$ cat config.mk
export PLATFORM = sky130hd
export DESIGN_NAME = punc_conv_enc
export DESIGN_NICKNAME = d
export VERILOG_FILES = /design/src/rtl/pce_pkg.sv /design/src/rtl/pce_trellis.sv /design/src/rtl/pce_puncture.sv /design/src/rtl/pce_outbuf.sv /design/src/rtl/punc_conv_enc.sv
export SDC_FILE = /design/constraint.sdc
export NUM_CORES = 1
export LEC_CHECK = 0
export BUFFER_PORTS_ARGS = -buffer_cell sky130_fd_sc_hd__buf_2
export CORE_MARGIN = 2
export CORE_UTILIZATION = 45
export DETAILED_ROUTE_END_ITERATION = 7
export PLACE_DENSITY = 0.69
export RECOVER_POWER = 50
export SETUP_SLACK_MARGIN = 0.2
export SYNTH_ARGS = -nofsm -noshare
export SYNTH_HDL_FRONTEND = slang
export SYNTH_HIERARCHICAL = 1
export SYNTH_SLANG_ARGS = --single-unit
$ cat constraint.sdc
create_clock -name clk -period 3.05 [get_ports clk]
set_input_delay 0.1525 -clock clk [delete_from_list [all_inputs] [get_ports clk]]
set_output_delay 0.1525 -clock clk [all_outputs]
set_load 0.01 [all_outputs]
$ cat src/rtl/pce_pkg.sv
// Shared types and pattern helpers for the punctured convolutional encoder.
// Assumes the mother code has exactly two outputs per information bit.
package pce_pkg;

    typedef enum logic [1:0] {
        RATE_1_2 = 2'd0,
        RATE_2_3 = 2'd1,
        RATE_3_4 = 2'd2,
        RATE_4_5 = 2'd3
    } pce_rate_e;

    localparam int PH_W     = 2;
    localparam int NUM_OUTS = 2;

    // Number of information bits in one puncturing cycle.
    function automatic logic [PH_W:0] pce_period(input pce_rate_e r);
        case (r)
            RATE_2_3: return 3'd2;
            RATE_3_4: return 3'd3;
            RATE_4_5: return 3'd4;
            default:  return 3'd1;
        endcase
    endfunction

    // Keep mask at a phase: bit 0 = first output, bit 1 = second output.
    function automatic logic [NUM_OUTS-1:0] pce_keep(input pce_rate_e r,
                                                     input logic [PH_W-1:0] ph);
        logic [3:0] row_a;
        logic [3:0] row_b;
        case (r)
            RATE_2_3: begin row_a = 4'b0001; row_b = 4'b0011; end
            RATE_3_4: begin row_a = 4'b0101; row_b = 4'b0011; end
            RATE_4_5: begin row_a = 4'b0001; row_b = 4'b1111; end
            default:  begin row_a = 4'b1111; row_b = 4'b1111; end
        endcase
        return {row_b[ph], row_a[ph]};
    endfunction

endpackage

$ cat src/rtl/pce_trellis.sv
// Shift register and generator taps of the mother code.
// Produces both coded bits combinationally from the current input and the
// stored history; the history shifts only when adv_i is high.
// Assumes CLEN >= 3.
module pce_trellis #(
    parameter int               CLEN   = 3,
    parameter logic [CLEN-1:0]  POLY_A = 3'b101,
    parameter logic [CLEN-1:0]  POLY_B = 3'b111
) (
    input  logic       clk,
    input  logic       rst_n,
    input  logic       clr_i,
    input  logic       adv_i,
    input  logic       bit_i,
    output logic [1:0] code_o
);

    localparam int MEM = CLEN - 1;

    // sr[MEM-1] is the most recent past bit, sr[0] the oldest.
    logic [MEM-1:0]  sr;
    logic [CLEN-1:0] win;

    assign win = {bit_i, sr};

    // Memory update: clear on reset or frame start, shift on each encoded bit.
    always_ff @(posedge clk) begin
        if (!rst_n || clr_i) begin
            sr <= '0;
        end else if (adv_i) begin
            sr <= {bit_i, sr[MEM-1:1]};
        end
    end

    // One parity tree per generator.
    for (genvar g = 0; g < 2; g++) begin : g_gen
        localparam logic [CLEN-1:0] POLY = (g == 0) ? POLY_A : POLY_B;
        always_comb code_o[g] = ^(win & POLY);
    end

    // a frame start leaves the memory empty in the next cycle.
    a_r8_mem_cleared: assert property (@(posedge clk) disable iff (!rst_n)
        clr_i |=> (sr == '0));

endmodule

$ cat src/rtl/pce_puncture.sv
// Puncturing phase counter and latched rate selection.
// The rate is captured only when clr_i (frame start) is high.
module pce_puncture
    import pce_pkg::*;
(
    input  logic            clk,
    input  logic            rst_n,
    input  logic            clr_i,
    input  pce_rate_e       rate_i,
    input  logic            adv_i,
    output logic [1:0]      keep_o
);

    pce_rate_e          rate_q;
    logic [PH_W-1:0]    phase_q;
    logic [PH_W:0]      period;
    logic [PH_W:0]      phase_nx;

    assign period   = pce_period(rate_q);
    assign phase_nx = {1'b0, phase_q} + 1'b1;
    assign keep_o   = pce_keep(rate_q, phase_q);

    // Phase and rate: restart on frame start, step and wrap on each encoded bit.
    always_ff @(posedge clk) begin
        if (!rst_n) begin
            rate_q  <= RATE_1_2;
            phase_q <= '0;
        end else if (clr_i) begin
            rate_q  <= rate_i;
            phase_q <= '0;
        end else if (adv_i) begin
            phase_q <= (phase_nx == period) ? '0 : phase_nx[PH_W-1:0];
        end
    end

    // the phase never reaches the period of the latched rate.
    a_r4_phase_range: assert property (@(posedge clk) disable iff (!rst_n)
        ({1'b0, phase_q} < period));

    // the phase restarts at zero after a frame start.
    a_r4_phase_restart: assert property (@(posedge clk) disable iff (!rst_n)
        clr_i |=> (phase_q == '0));

    // no pattern position deletes both coded bits.
    a_r3_keep_any: assert property (@(posedge clk) disable iff (!rst_n)
        adv_i |-> (keep_o != 2'b00));

endmodule

$ cat src/rtl/pce_outbuf.sv
// Two-entry serializer for the coded bits of one information bit.
// Loads only when empty; entry 0 is always presented first.
module pce_outbuf (
    input  logic       clk,
    input  logic       rst_n,
    input  logic       clr_i,
    input  logic       load_i,
    input  logic [1:0] code_i,
    input  logic [1:0] keep_i,
    output logic       empty_o,
    output logic       valid_o,
    output logic       bit_o,
    input  logic       ready_i
);

    logic [1:0] data_q;
    logic [1:0] cnt_q;

    assign empty_o = (cnt_q == 2'd0);
    assign valid_o = !empty_o;
    assign bit_o   = data_q[0];

    // Buffer update: drop on clear, pack kept bits on load, shift on a beat.
    always_ff @(posedge clk) begin
        if (!rst_n || clr_i) begin
            data_q <= '0;
            cnt_q  <= '0;
        end else if (load_i) begin
            case (keep_i)
                2'b11: begin data_q <= code_i;             cnt_q <= 2'd2; end
                2'b01: begin data_q <= {1'b0, code_i[0]};  cnt_q <= 2'd1; end
                2'b10: begin data_q <= {1'b0, code_i[1]};  cnt_q <= 2'd1; end
                default: begin data_q <= '0;               cnt_q <= 2'd0; end
            endcase
        end else if (valid_o && ready_i) begin
            data_q <= {1'b0, data_q[1]};
            cnt_q  <= cnt_q - 2'd1;
        end
    end

    // a stalled beat holds its bit.
    a_r7_hold: assert property (@(posedge clk) disable iff (!rst_n)
        (valid_o && !ready_i && !clr_i) |=> (valid_o && $stable(bit_o)));

    // loaded bits are offered in the next cycle.
    a_r5_load_visible: assert property (@(posedge clk) disable iff (!rst_n)
        (load_i && !clr_i) |=> valid_o);

    // a load never overwrites bits that are still pending.
    a_r6_no_overwrite: assert property (@(posedge clk) disable iff (!rst_n)
        load_i |-> empty_o);

endmodule

$ cat src/rtl/punc_conv_enc.sv
// Punctured rate-1/2 convolutional encoder, top level.
// Takes one information bit per handshake, encodes it with the (5,7) octal
// mother code, deletes bits per the latched puncturing pattern and streams
// the rest out serially. frame_start_i is assumed to be a one-cycle pulse.
module punc_conv_enc
    import pce_pkg::*;
#(
    parameter int CLEN = 3
) (
    input  logic       clk,
    input  logic       rst_n,
    input  logic       frame_start_i,
    input  logic [1:0] rate_sel_i,
    input  logic       tail_en_i,
    input  logic       in_valid_i,
    input  logic       in_bit_i,
    input  logic       in_last_i,
    output logic       in_ready_o,
    output logic       out_valid_o,
    output logic       out_bit_o,
    input  logic       out_ready_i
);

    localparam int TAIL_LEN = CLEN - 1;
    localparam int TAIL_W   = $clog2(TAIL_LEN + 1);

    logic              tail_on_q;
    logic [TAIL_W-1:0] tail_cnt_q;
    logic              buf_empty;
    logic              take_in;
    logic              take_tail;
    logic              adv;
    logic              enc_bit;
    logic [1:0]        code;
    logic [1:0]        keep;

    assign in_ready_o = buf_empty && (tail_cnt_q == '0) && !frame_start_i;
    assign take_in    = in_valid_i && in_ready_o;
    assign take_tail  = buf_empty && (tail_cnt_q != '0) && !frame_start_i;
    assign adv        = take_in || take_tail;
    assign enc_bit    = take_in ? in_bit_i : 1'b0;

    // Tail option latch: captured on frame start only.
    always_ff @(posedge clk) begin
        if (!rst_n) begin
            tail_on_q <= 1'b0;
        end else if (frame_start_i) begin
            tail_on_q <= tail_en_i;
        end
    end

    // Tail counter: armed by the last bit, counts down per injected zero.
    always_ff @(posedge clk) begin
        if (!rst_n || frame_start_i) begin
            tail_cnt_q <= '0;
        end else if (take_in && in_last_i && tail_on_q) begin
            tail_cnt_q <= TAIL_W'(TAIL_LEN);
        end else if (take_tail) begin
            tail_cnt_q <= tail_cnt_q - 1'b1;
        end
    end

    pce_trellis #(
        .CLEN   (CLEN),
        .POLY_A (CLEN'(5)),
        .POLY_B (CLEN'(7))
    ) u_trellis (
        .clk    (clk),
        .rst_n  (rst_n),
        .clr_i  (frame_start_i),
        .adv_i  (adv),
        .bit_i  (enc_bit),
        .code_o (code)
    );

    pce_puncture u_punct (
        .clk    (clk),
        .rst_n  (rst_n),
        .clr_i  (frame_start_i),
        .rate_i (pce_rate_e'(rate_sel_i)),
        .adv_i  (adv),
        .keep_o (keep)
    );

    pce_outbuf u_obuf (
        .clk     (clk),
        .rst_n   (rst_n),
        .clr_i   (frame_start_i),
        .load_i  (adv),
        .code_i  (code),
        .keep_i  (keep),
        .empty_o (buf_empty),
        .valid_o (out_valid_o),
        .bit_o   (out_bit_o),
        .ready_i (out_ready_i)
    );

    // input is never offered as ready while output is pending.
    a_r6_ready_idle: assert property (@(posedge clk) disable iff (!rst_n)
        in_ready_o |-> !out_valid_o);

    // pending tail bits block new input.
    a_r9_tail_blocks: assert property (@(posedge clk) disable iff (!rst_n)
        (tail_cnt_q != '0) |-> !in_ready_o);

    // a frame start empties the output side.
    a_r8_out_cleared: assert property (@(posedge clk) disable iff (!rst_n)
        frame_start_i |=> !out_valid_o);

endmodule

Yosys cells after proc, flatten, opt, wreduce, memory -nomap -nowiden. Cells that the tools add are included. W data, S select, Z words.

Bits in registers: 13. Word-level logic and storage cells: 62.

Equal/unequal tests: 7. Reductions and logical operators: 25. Bitwise logic cells: 1. Magnitude comparators: 1. Add/sub/neg operators: 3. Mux-type cells: 17.

Operator list (count): $mux W2 (7); $reduce_or A2 Y1 (5); $pmux W3 S3 (1); $eq A2 B2 Y1 const B (4); $logic_and A1 B1 Y1 (8); $pmux W4 S2 (1); $pmux W2 S3 (1); $reduce_bool A2 Y1 (3); $reduce_xor A3 Y1 (2); $bmux W1 S2 (2); $eq A2 B1 Y1 const B (2); $logic_not A2 Y1 (2); $mux W4 (1); $pmux W2 S2 (1); $sub A2 B1 Y2 const B (2); $add A2 B1 Y3 const B (1); $eq A3 B3 Y1 (1); $logic_not A1 Y1 (3); $lt A2 B3 Y1 const B (1); $mux W1 (3); $logic_or A1 B1 Y1 (2); $not A1 Y1 (1).

Logic depth before layout (Yosys ltp). Gate-level depths: netlist (run 1).

Word-level depth: 9. Mapped depth: 9. Depth with buffers taken out: 9.

Modules after synthesis. Netlist (run 1), hierarchy kept.

By module, submodules not included: pce_outbuf (instances 1, cells an instance 33, sequential area each 80.1 um2, area an instance 291.5 um2); pce_puncture (instances 1, cells an instance 27, sequential area each 80.1 um2, area an instance 257.7 um2); punc_conv_enc (instances 1, cells an instance 21, sequential area each 60.1 um2, area an instance 191.4 um2); pce_trellis (instances 1, cells an instance 9, sequential area each 40.0 um2, area an instance 91.3 um2).

Worst setup path after synthesis (run 1). No wires, ideal clock.

Kind: flip-flop to flip-flop. Start: reg tail_cnt_q[0]. End: reg u_punct.phase_q[1]. Library setup time: 0.122 ns. Cell stages (with the launch flop): 7. Arrival time: 2.061 ns. Required time: 2.928 ns. Slack: 0.867 ns. Cells stage by stage: dfxtp_1 inv_1 ha_1 nor2b_1 nor3b_1 mux2_2 o311a_1.

Cells in the longest elaborated chain, start to end: 5. Elaborated cells between the ends (all ways): 8. Classes of those cells: reduce/logical (8).

RTL lines: start: declaration (line punc_conv_enc.sv:28) `logic [TAIL_W-1:0] tail_cnt_q;`; start signal: assignment (line punc_conv_enc.sv:57) `tail_cnt_q <= TAIL_W'(TAIL_LEN);`; start signal: assignment (line punc_conv_enc.sv:59) `tail_cnt_q <= tail_cnt_q - 1'b1;`; $logic_not A2 Y1 (line punc_conv_enc.sv:37) `assign in_ready_o = buf_empty && (tail_cnt_q == '0) && !frame_start_i;`; $logic_and A1 B1 Y1 (2 in series) (line punc_conv_enc.sv:37); $logic_and A1 B1 Y1 (line punc_conv_enc.sv:38) `assign take_in = in_valid_i && in_ready_o;`; $logic_or A1 B1 Y1 * (line punc_conv_enc.sv:40) `assign adv = take_in || take_tail;`; net adv (line punc_conv_enc.sv:32) `logic adv;`; end signal: assignment (line pce_puncture.sv:32) `phase_q <= (phase_nx == period) ? '0 : phase_nx[PH_W-1:0];`; end: declaration (line pce_puncture.sv:15) `logic [PH_W-1:0] phase_q;`.

Mark *: on every way through the listed nets, which the timed path passes. The rest lies on a longest branch. A chain may end at the register's enable or synchronous reset.

Final worst setup path (run 1).
Start: reg u_obuf.cnt_q[0]. End: reg u_obuf.data_q[0].

Cells in the longest elaborated chain, start to end: 8. Elaborated cells between the ends (all ways): 15. Classes of those cells: mux (3); reduce/logical (12).

RTL lines: start: declaration (line pce_outbuf.sv:17) `logic [1:0] cnt_q;`; start signal: assignment (line pce_outbuf.sv:37) `cnt_q <= cnt_q - 2'd1;`; $logic_not A2 Y1 (line pce_outbuf.sv:19) `assign empty_o = (cnt_q == 2'd0);`; net buf_empty (line punc_conv_enc.sv:29) `logic buf_empty;`; $logic_and A1 B1 Y1 (2 in series) (line punc_conv_enc.sv:37); $logic_and A1 B1 Y1 (line punc_conv_enc.sv:38); $mux W1 (line punc_conv_enc.sv:41) `assign enc_bit = take_in ? in_bit_i : 1'b0;`; net enc_bit (line punc_conv_enc.sv:33) `logic enc_bit;`; $reduce_xor A3 Y1 (line pce_trellis.sv:38) `always_comb code_o[g] = ^(win & POLY);`; net code[0] (line punc_conv_enc.sv:34) `logic [1:0] code;`; $pmux W2 S3 (line pce_outbuf.sv:29) `case (keep_i)`; $mux W2 (line pce_outbuf.sv:28) `end else if (load_i) begin`; end signal: assignment (line pce_outbuf.sv:36) `data_q <= {1'b0, data_q[1]};`; end: declaration (line pce_outbuf.sv:16) `logic [1:0] data_q;`.

The timed path passes the listed nets, and every way through them passes these cells.

==> results of run 1 <==
cell type report:
| class | count | share of cell area, % |
|---|---|---|
| multi-input cells | 66 | 55.3 |
| flip-flops and latches | 13 | 27.5 |
| repair buffers | 13 | 6.75 |
| inverters | 11 | 4.37 |
| well taps | 25 | 3.31 |
| clock buffers | 4 | 2.78 |
worst max-delay path, delay by kind of cell, from the launching register on:
family                   cells  cell delay, ns
AO/OA/AOI/OAI                2            0.42
XOR/XNOR                     2            0.41
adder cells (fa/ha/maj)      1            0.28
buffers and inverters        1            0.08
flip-flops                   1            0.32
AND/OR/NAND/NOR              3            0.52
worst paths after layout:
kind / cells after the start / to / start / slack (ns)
worst min register to register: 2 / u_obuf/data_q[1] / u_obuf/data_q[1] / 0.48
worst max register to register: 9 / u_obuf/data_q[0] / u_obuf/cnt_q[0] / 0.96
worst max-delay path: 9 / u_obuf/data_q[0] / u_obuf/cnt_q[0] / 0.96
worst min-delay path: 3 / tail_on_q / tail_en_i / 0.12
synthesized netlist by cell type (all sizes together), types with 3 or more instances:
master	n	share of area [%]
inv	10	4.5
ha	11	17
mux2i	6	7.2
xor2	4	4.2
dfxtp	13	31
nand3	3	1.8
o21ai	3	1.8
nand2	5	2.3
nor2b	5	4.7
nand2b	5	4.7
nor2	4	1.8
metal layers:
| layer | part of all wire [%] | wire [um] |
|---|---|---|
| met1 | 46 | 689 |
| met2 | 49 | 733 |
| met3 | 4.8 | 73 |
| met4 | 0.80 | 12 |
| met5 | 0 | 0 |
cell families after synthesis:
kind of cell / Yosys count
and+or+nand+nor: 29
AOI/OAI and AO/OA: 13
DFF: 13
buffers and inverters: 11
adders and majority gates: 11
muxes: 7
xor gates and xnor gates: 6
cells in the final DEF, fill, tap and decap left out, types with 2 or more instances in the layout:
cell / n
o21ai_0: 3
ha_1: 11
nand3_1: 3
mux2i_1: 6
nand2_1: 5
a211oi_1: 2
clkbuf_1: 4
xnor2_1: 2
clkbuf_4: 3
nand2b_1: 4
inv_1: 9
buf_2: 9
nor2b_1: 5
xor2_1: 4
nor2_1: 4
dfxtp_1: 13
sequential cells by signal, indices dropped and copies added (netlist names):
| register | cells |
|---|---|
| tail_cnt_q | 2 |
| tail_on_q | 1 |
| u_obuf/cnt_q | 2 |
| u_obuf/data_q | 2 |
| u_punct/phase_q | 2 |
| u_punct/rate_q | 2 |
| u_trellis/sr | 2 |
metrics by stage:
stage	total power, mW	hold slack (ns)	setup WS, ns	utilization [%]
2_1_floorplan	0.222	0.281	0.867	-
3_3_place_gp	0.241	0.407	1.03	53.9
3_5_place_dp	0.243	0.421	0.983	53.9
4_1_cts	0.357	0.114	0.965	55.4
5_1_grt	0.369	0.146	0.775	54.8
6_report	0.350	0.120	0.957	54.8
power breakdown:
| part | leakage [nW] | total [mW] | internal [mW] | switching [mW] |
|---|---|---|---|---|
| registers | 0.106 | 0.177 | 0.174 | 0.00304 |
| logic | 0.328 | 0.0605 | 0.0281 | 0.0324 |
| clock network | 0.0150 | 0.112 | 0.0507 | 0.0610 |
| total | 0.448 | 0.350 | 0.253 | 0.0964 |
==> results.py, run 1 <==
metrics = {
    "run_status": {
        "status": "finished, final reports clean",
    },
    "detailed_routing": {
        "drt_drc_violations_left": 0,
        "vias_per_cell": 5.04,
        "vias": 665,
        "drt_pass1_iterations": 4,
        "wl_per_cell_um": 11.4,
        "drt_iter0_markers": 7,
        "ant_nets": 0,
        "drt-total-wl_mm": 1.51,
    },
    "grt": {
        "grtUsageMet1_pct": 19.2,
        "use_met3_pct": 3.46,
        "grt_pass1_vias": 623,
        "grt_first_pass_wirelength_mm": 2.53,
        "antenna_found_initial": 0,
        "grt_use_met2_pct": 27.4,
        "grt.busiest_layer": "met2",
        "grtUsageTotal_pct": 16.4,
        "gr-total-overflow": 0,
        "grt_max_degree": 12,
    },
    "timing": {
        "period_needed_ns": 2.09,
        "setup_viol": 0,
        "fmax_mhz": 478,
        "timing.slew.headroom_pct": 69.4,
        "min_period_over_period_pct": 68.6,
        "skew_ns": 0.00320,
        "maxSlewViolCount": 0,
        "hold_viol": 0,
        "worstMarginPinSlew_ns": 0.455,
        "grt_setup_unrepaired": "no",
        "setup-tns-final_ns": 0,
    },
    "clock_network": {
        "post_cts_buffers": 0,
        "ctsResizeCount": 0,
        "path_clk_slew_ns": 0.09,
        "numCtsBuffers": 3,
        "cts_tree": "built",
        "hold_buffers": 0,
        "clock_latency_ns": 0.28,
        "htreeDepth": 1,
        "clk_path_buf_depth": 2,
        "cts_root_buf": "clkbuf_4",
        "clkSinkCount": 13,
    },
    "synth": {
        "ys_ff_latch": 13,
        "synth_cells": 90,
        "syn-mean-instance-area_um2": 9.24,
        "async_flop_share_pct": 0,
        "synth_adder_area_share_pct": 16.5,
        "yosysUniqueCellTypes": 33,
        "synth-simple-area-share_pct": 20.9,
        "synthFlopType": "dfxtp_1",
        "synth_top_family_by_area": "simple AND/OR/NAND/NOR gates",
        "synth-warning-count": 6,
        "synth-compound-area-share_pct": 11.4,
        "synth_edf_count": 0,
        "netlist_area_um2": 832,
        "synth_mux_area_share_pct": 8.57,
        "synth_nets": 111,
        "synthXorXnorAreaFrac_pct": 6.32,
        "seq_area_frac_synth_pct": 31.3,
    },
    "cells_and_area": {
        "final_cell_area_um2": 946,
        "area_growth_pct": 13.7,
        "antenna_cells": 0,
        "drive_gt1_share_pct": 15.9,
        "final-seq-area_um2": 260,
        "nNetsFinal": 129,
        "multiInputGateArea_um2": 523,
        "n_fill_cell": 173,
        "instances_no_fill": 132,
    },
    "placed_design": {
        "place_inst": 128,
        "gp_congestion": 0.818,
        "dp_hpwl_mm": 1.15,
        "placed_cell_area_um2": 931,
        "portBuffers": 12,
    },
    "power": {
        "p_leak_nw": 0.448,
        "power_density_nw_per_um2": 370,
        "ir_drop_mv": 0.256,
    },
    "worst_setup_path": {
        "slowest_delay_ns": 0.36,
        "required_ns": 3.25,
        "path_max_fanout": 6,
        "cp.arrival_ns": 2.30,
        "cp_slowest_cell": "a2111o_1",
        "crit_top_cell": "xor2_1",
        "cp-start-kind": "flip-flop",
        "path_class": "reg2reg",
        "end_kind": "flip-flop",
        "cp_cell_sequence": "clkinv_1 -> ha_1 -> and3b_2 -> and3_1 -> xor2_1 -> xor2_1 -> nand2_1 -> a2111o_1 -> o31ai_1",
    },
    "floorplan": {
        "die_w_um": 47,
        "core_area_um2": 1730,
        "initial_utilization_pct": 48.2,
        "dieHeight_um": 47,
        "ios": 13,
        "die_area_um2": 2210,
        "rows": 15,
    },
    "worst_hold_path": {
        "min_path_type": "in2reg",
    },
    "run": {
        "drv_cap": 0,
    },
}
Power figures use the tool's default switching activity.
==> run 2, diff against run 1 <==
Settings changed: ABC_AREA from default to 1, PLACE_DENSITY 0.69 to 0.71.
Clock period 3.05 ns to 1.9 ns, I/O delays scaled along.
==> run 2 against run 1 <==
Critical path depth is 3 higher. Critical endpoint unchanged. Clock-buffer cell count stayed put. Cell area is 15% higher. Total power is 78% higher. Core utilization is 1.1 points higher. Largest power group unchanged. Register-to-register slack worse by 0.70 ns. Highest routed layer unchanged.
==> results.py, run 2 <==
metrics = {
    "synth": {
        "netlist_area_um2": 925,
        "synth_edf_count": 0,
        "synth.area.top_cells": "dfxtp_1, nand2_1, ha_1",
        "synth_nets": 161,
        "seq_area_frac_synth_pct": 28.1,
        "yosysUniqueCellTypes": 20,
        "synthFlopType": "dfxtp_1",
        "synth-warning-count": 6,
        "async_flop_share_pct": 0,
        "yosys.area.top_type": "dfxtp_1",
        "yosysTopAreaCellShare_pct": 28.1,
        "yosysMostFrequentCell": "nand2_1",
        "ys_ff_latch": 13,
        "ys_top_cells_by_count": "nand2_1, inv_1, dfxtp_1",
        "synth_cells": 140,
        "syn-mean-instance-area_um2": 6.60,
    },
    "floorplan": {
        "initial_utilization_pct": 47.6,
        "die_area_um2": 2430,
        "dieHeight_um": 49.3,
        "ios": 13,
        "core_area_um2": 1940,
        "die_w_um": 49.3,
        "rows": 16,
    },
    "power": {
        "p_leak_nw": 0.532,
        "comb_power_share_pct": 24.5,
        "pwr-share-clk_pct": 28.8,
        "swShare_pct": 31.5,
        "power.share.sequential_pct": 46.7,
        "ir_drop_mv": 0.382,
        "intPower_mw": 0.425,
        "switching_power_mw": 0.196,
        "power_density_nw_per_um2": 573,
    },
    "detailed_routing": {
        "drt_iter0_markers": 3,
        "wl_per_cell_um": 10.1,
        "vias_per_cell": 4.67,
        "vias": 869,
        "drt_drc_violations_left": 0,
        "ant_nets": 0,
        "drt-total-wl_mm": 1.87,
        "drt_pass1_iterations": 4,
    },
    "timing": {
        "period_needed_ns": 1.64,
        "hold_viol": 0,
        "setup_viol": 0,
        "timing.slew.headroom_pct": 76.6,
        "min_period_over_period_pct": 86.3,
        "skew_ns": 0.00774,
        "grt_setup_unrepaired": "yes",
        "fmax_mhz": 610,
        "setup-tns-final_ns": 0,
        "maxSlewViolCount": 0,
        "worstMarginPinSlew_ns": 0.349,
    },
    "cells_and_area": {
        "final_common_cell": "nand2_1",
        "final-seq-area_um2": 263,
        "final_cell_area_um2": 1080,
        "area_growth_pct": 17.3,
        "drive_gt1_share_pct": 22.6,
        "nNetsFinal": 181,
        "antenna_cells": 0,
        "final_cell_mix": "nand2_1, inv_1, dfxtp_1, ha_1, buf_2",
        "n_fill_cell": 203,
        "multiInputGateArea_um2": 569,
    },
    "placed_design": {
        "dp_hpwl_mm": 1.39,
        "placed_cell_area_um2": 1020,
        "portBuffers": 12,
        "gp_congestion": 0.762,
    },
    "clock_network": {
        "hold_buffers": 0,
        "clkSinkCount": 13,
        "clk_path_buf_depth": 2,
        "numCtsBuffers": 3,
        "clock_latency_ns": 0.28,
        "htreeDepth": 1,
        "cts_root_buf": "clkbuf_4",
        "path_clk_slew_ns": 0.09,
        "cts_tree": "built",
    },
    "grt": {
        "grt_max_degree": 13,
        "grt_first_pass_wirelength_mm": 2.90,
        "grt_pass1_vias": 765,
        "grtUsageTotal_pct": 15.6,
        "gr-total-overflow": 0,
        "antenna_found_initial": 0,
    },
    "run": {
        "drv_cap": 0,
    },
    "run_status": {
        "status": "finished, final reports clean",
    },
    "worst_setup_path": {
        "cp-start-kind": "flip-flop",
        "path_max_fanout": 4,
        "end_kind": "flip-flop",
        "path_class": "reg2reg",
        "cp.arrival_ns": 1.86,
        "required_ns": 2.12,
    },
    "worst_hold_path": {
        "min_path_type": "in2reg",
    },
}
[run 2: repair_timing]
| action | in CTS | in global routing |
|---|---|---|
| endpoints found under the hold margin | 0 | 0 |
| gates resized for setup | 0 | 13 |
| endpoints found under the setup margin | 0 | 6 |
| buffers inserted | 0 | 3 |
[run 2: final timing paths]
check / start / end / slack, ns / cells after the start
min: tail_en_i / tail_on_q / 0.04 / 3
max: tail_cnt_q[0] / u_obuf/data_q[0] / 0.26 / 12
min reg2reg: u_obuf/data_q[1] / u_obuf/data_q[1] / 0.47 / 2
max reg2reg: tail_cnt_q[0] / u_obuf/data_q[0] / 0.26 / 12
[run 2: worst max-delay path, cell delays in order (launching register included)]
cell and delay [ns]:
dfxtp_1 0.31, inv_1 0.08, ha_1 0.19, nand4_1 0.18, nor2_2 0.21, inv_1 0.07
nand2_1 0.08, nand3_1 0.06, nand2_1 0.09, nand2_1 0.06, nand3_1 0.06, nand2_1 0.06
a21oi_2 0.12
[run 2: through the flow]
step / hold WS, ns / power (mW) / std cells / utilization, % / setup slack (ns)
after floorplan: 0.225 / 0.394 / 140 / - / 0.400
after CTS: 0.0309 / 0.614 / 183 / 53.8 / 0.200
final: 0.0360 / 0.621 / 186 / 55.9 / 0.260
after global routing: 0.0732 / 0.663 / 186 / 55.9 / 0.109
after global placement: 0.322 / 0.428 / 179 / 52.4 / 0.311
after detailed placement: 0.324 / 0.433 / 179 / 52.4 / 0.223
[run 2: logic make-up after synthesis]
family / count (synthesis) / synth area share, %
AO/OA/AOI/OAI: 20 / 13.7
adder cells (fa/ha/maj): 11 / 14.9
buffers and inverters: 30 / 12.2
flip-flops: 13 / 28.1
AND/OR/NAND/NOR: 66 / 31.1
[run 2: area by class of cell]
class | instances | share of cell area (%)
multi-input combinational | 97 | 52.5
sequential | 13 | 24.2
inverter | 30 | 10.4
timing repair buffer | 15 | 7.38
tap | 27 | 3.11
clock buffer | 4 | 2.42
[run 2: routing by layer]
metal  routed length (um)  global-route usage (%)  up-vias
li1                     -                       -      473
met1                  836                    16.7      385
met2                  964                    27.7        7
met3                   43                    3.07        4
met4                   28                    10.0        0
met5                    0                       0        -
[run 2: power groups by stage]
| stage | Sequential [mW] | Clock (mW) | Combinational (mW) |
|---|---|---|---|
| 5_1_grt | 0.292 | 0.198 | 0.173 |
| 2_1_floorplan | 0.294 | 0 | 0.0993 |
| 6_report | 0.290 | 0.179 | 0.152 |
| 3_3_place_gp | 0.295 | 0 | 0.133 |
| 3_5_place_dp | 0.296 | 0 | 0.137 |
| 4_1_cts | 0.289 | 0.188 | 0.138 |
==> run 3, diff against run 2 <==
Settings changed: CTS_BUF_LIST from default to sky130_fd_sc_hd__clkbuf_4 sky130_fd_sc_hd__clkbuf_8.
==> run 3 against run 2 <==
Core utilization rose by 0.19 points. Critical path depth unchanged. Die area unchanged. Critical path type unchanged. Via count is 0.35% lower. Routed wire length increased by 0.32%. Setup slack improved by 0.0075 ns. Clock-buffer cell count unchanged. Critical endpoint unchanged. Largest power group unchanged. Final cell count did not move. Global-route usage unchanged. Sequential power about the same.
==> results.py, run 3 (synthesis gave the netlist of run 2 again) <==
metrics = {
    "timing": {
        "skew_ns": 0.00705,
        "period_needed_ns": 1.63,
        "timing.slew.headroom_pct": 76.6,
        "setup-tns-final_ns": 0,
        "worstMarginPinSlew_ns": 0.349,
        "grt_setup_unrepaired": "yes",
        "fmax_mhz": 613,
        "maxSlewViolCount": 0,
        "hold_viol": 0,
        "whs_ns": 0.0357,
        "setup_viol": 0,
        "min_period_over_period_pct": 85.9,
        "fin_ws_ns": 0.267,
    },
    "worst_hold_path": {
        "min_path_type": "in2reg",
    },
    "cells_and_area": {
        "drive_gt1_share_pct": 23.3,
        "antenna_cells": 0,
        "final_cell_area_um2": 1090,
        "final_cell_mix": "nand2_1, inv_1, dfxtp_1, ha_1, buf_2",
        "area_growth_pct": 17.7,
        "final_common_cell": "nand2_1",
        "utilization_pct": 56.1,
        "nNetsFinal": 181,
    },
    "floorplan": {
        "core_area_um2": 1940,
        "dieHeight_um": 49.3,
        "rows": 16,
        "initial_utilization_pct": 47.6,
        "die_w_um": 49.3,
        "die_area_um2": 2430,
        "ios": 13,
    },
    "power": {
        "power.share.sequential_pct": 45.6,
        "switching_power_mw": 0.197,
        "pwr-share-clk_pct": 30.5,
        "swShare_pct": 30.9,
        "ir_drop_mv": 0.386,
        "p_leak_nw": 0.536,
        "comb_power_share_pct": 23.9,
        "power_density_nw_per_um2": 585,
        "intPower_mw": 0.440,
    },
    "detailed_routing": {
        "drt_pass1_iterations": 4,
        "wl_per_cell_um": 10.1,
        "drt_drc_violations_left": 0,
        "vias_per_cell": 4.66,
        "drt_iter0_markers": 5,
        "vias": 866,
        "ant_nets": 0,
        "drt-total-wl_mm": 1.88,
    },
    "worst_setup_path": {
        "path_class": "reg2reg",
        "crit_buf_inv": 2,
        "required_ns": 2.12,
        "crit_top_cell": "nand2_1",
        "cp_top_family": "simple AND/OR/NAND/NOR gates",
        "path_max_fanout": 4,
        "cp-start-kind": "flip-flop",
        "cp_cell_sequence": "inv_1 -> ha_1 -> nand4_1 -> nor2_2 -> inv_1 -> nand2_1 -> nand3_1 -> nand2_1 -> nand2_1 -> nand3_1 -> nand2_1 -> a21oi_2",
        "slowest_delay_ns": 0.31,
        "cp_slowest_cell": "dfxtp_1",
        "end_kind": "flip-flop",
        "cp.arrival_ns": 1.85,
    },
    "placed_design": {
        "placed_cell_area_um2": 1020,
        "portBuffers": 12,
        "pre_cts_slack_ns": 0.223,
        "gp_congestion": 0.762,
        "dp_hpwl_mm": 1.39,
    },
    "clock_network": {
        "hold_buffers": 0,
        "numCtsBuffers": 3,
        "clock_latency_ns": 0.28,
        "clkSinkCount": 13,
        "htreeDepth": 1,
        "cts_root_buf": "clkbuf_4",
        "cts_tree": "built",
        "clk_path_buf_depth": 2,
        "path_clk_slew_ns": 0.09,
    },
    "run": {
        "drv_cap": 0,
    },
    "grt": {
        "grt_max_degree": 13,
        "grt_pass1_vias": 765,
        "antenna_found_initial": 0,
        "gr-total-overflow": 0,
        "grtUsageTotal_pct": 15.6,
        "grt_first_pass_wirelength_mm": 2.90,
    },
    "run_status": {
        "status": "finished, final reports clean",
    },
}
[run 3: per-stage QoR]
stage / total power [mW] / cells
after floorplan: 0.394 / 140
after global placement: 0.428 / 179
after detailed placement: 0.433 / 179
after CTS: 0.630 / 183
after global routing: 0.678 / 186
final: 0.636 / 186
[run 3: final cells by class]
| class | count | area [um^2] |
|---|---|---|
| Inverter | 30 | 113 |
| Multi-Input combinational cell | 97 | 569 |
| Fill cell | 201 | 853 |
| Timing Repair Buffer | 15 | 80.1 |
| Clock buffer | 4 | 30.0 |
| Tap cell | 27 | 33.8 |
| Sequential cell | 13 | 263 |
[run 3: timing repair]
item | 4_1_cts | 5_1_grt
hold endpoints to repair | 0 | 0
resized for setup | 0 | 13
endpoints found under the setup margin | 0 | 6
setup buffers | 0 | 3
[run 3: final timing paths]
check	start	cells after the start	to	slack [ns]
hold reg to reg	u_obuf/data_q[1]	2	u_obuf/data_q[1]	0.47
setup reg to reg	tail_cnt_q[0]	12	u_obuf/data_q[0]	0.27
hold / removal	tail_en_i	3	tail_on_q	0.04
setup / recovery	tail_cnt_q[0]	12	u_obuf/data_q[0]	0.27
[run 3: power by group through the flow]
| stage | Sequential (mW) | Combinational (mW) | Clock (mW) |
|---|---|---|---|
| after global placement | 0.295 | 0.133 | 0 |
| after global routing | 0.292 | 0.173 | 0.212 |
| final | 0.290 | 0.152 | 0.194 |
| after detailed placement | 0.296 | 0.137 | 0 |
| after floorplan | 0.294 | 0.0993 | 0 |
| after CTS | 0.289 | 0.138 | 0.203 |
[run 3: worst register-to-register path, cell delays in order, from the launching register on]
cell and delay (ns):
dfxtp_1 0.31, inv_1 0.08, ha_1 0.20, nand4_1 0.18, nor2_2 0.21, inv_1 0.07, nand2_1 0.08, nand3_1 0.06
nand2_1 0.09, nand2_1 0.05, nand3_1 0.06, nand2_1 0.06, a21oi_2 0.12
[run 3: layer usage]
layer  track usage [%]  part of all wire [%]  wire, um
met5                 0                     0         0
met4              10.0                   1.5        28
met3              3.07                   2.3        43
met2              27.7                    52       969
met1              16.7                    45       837
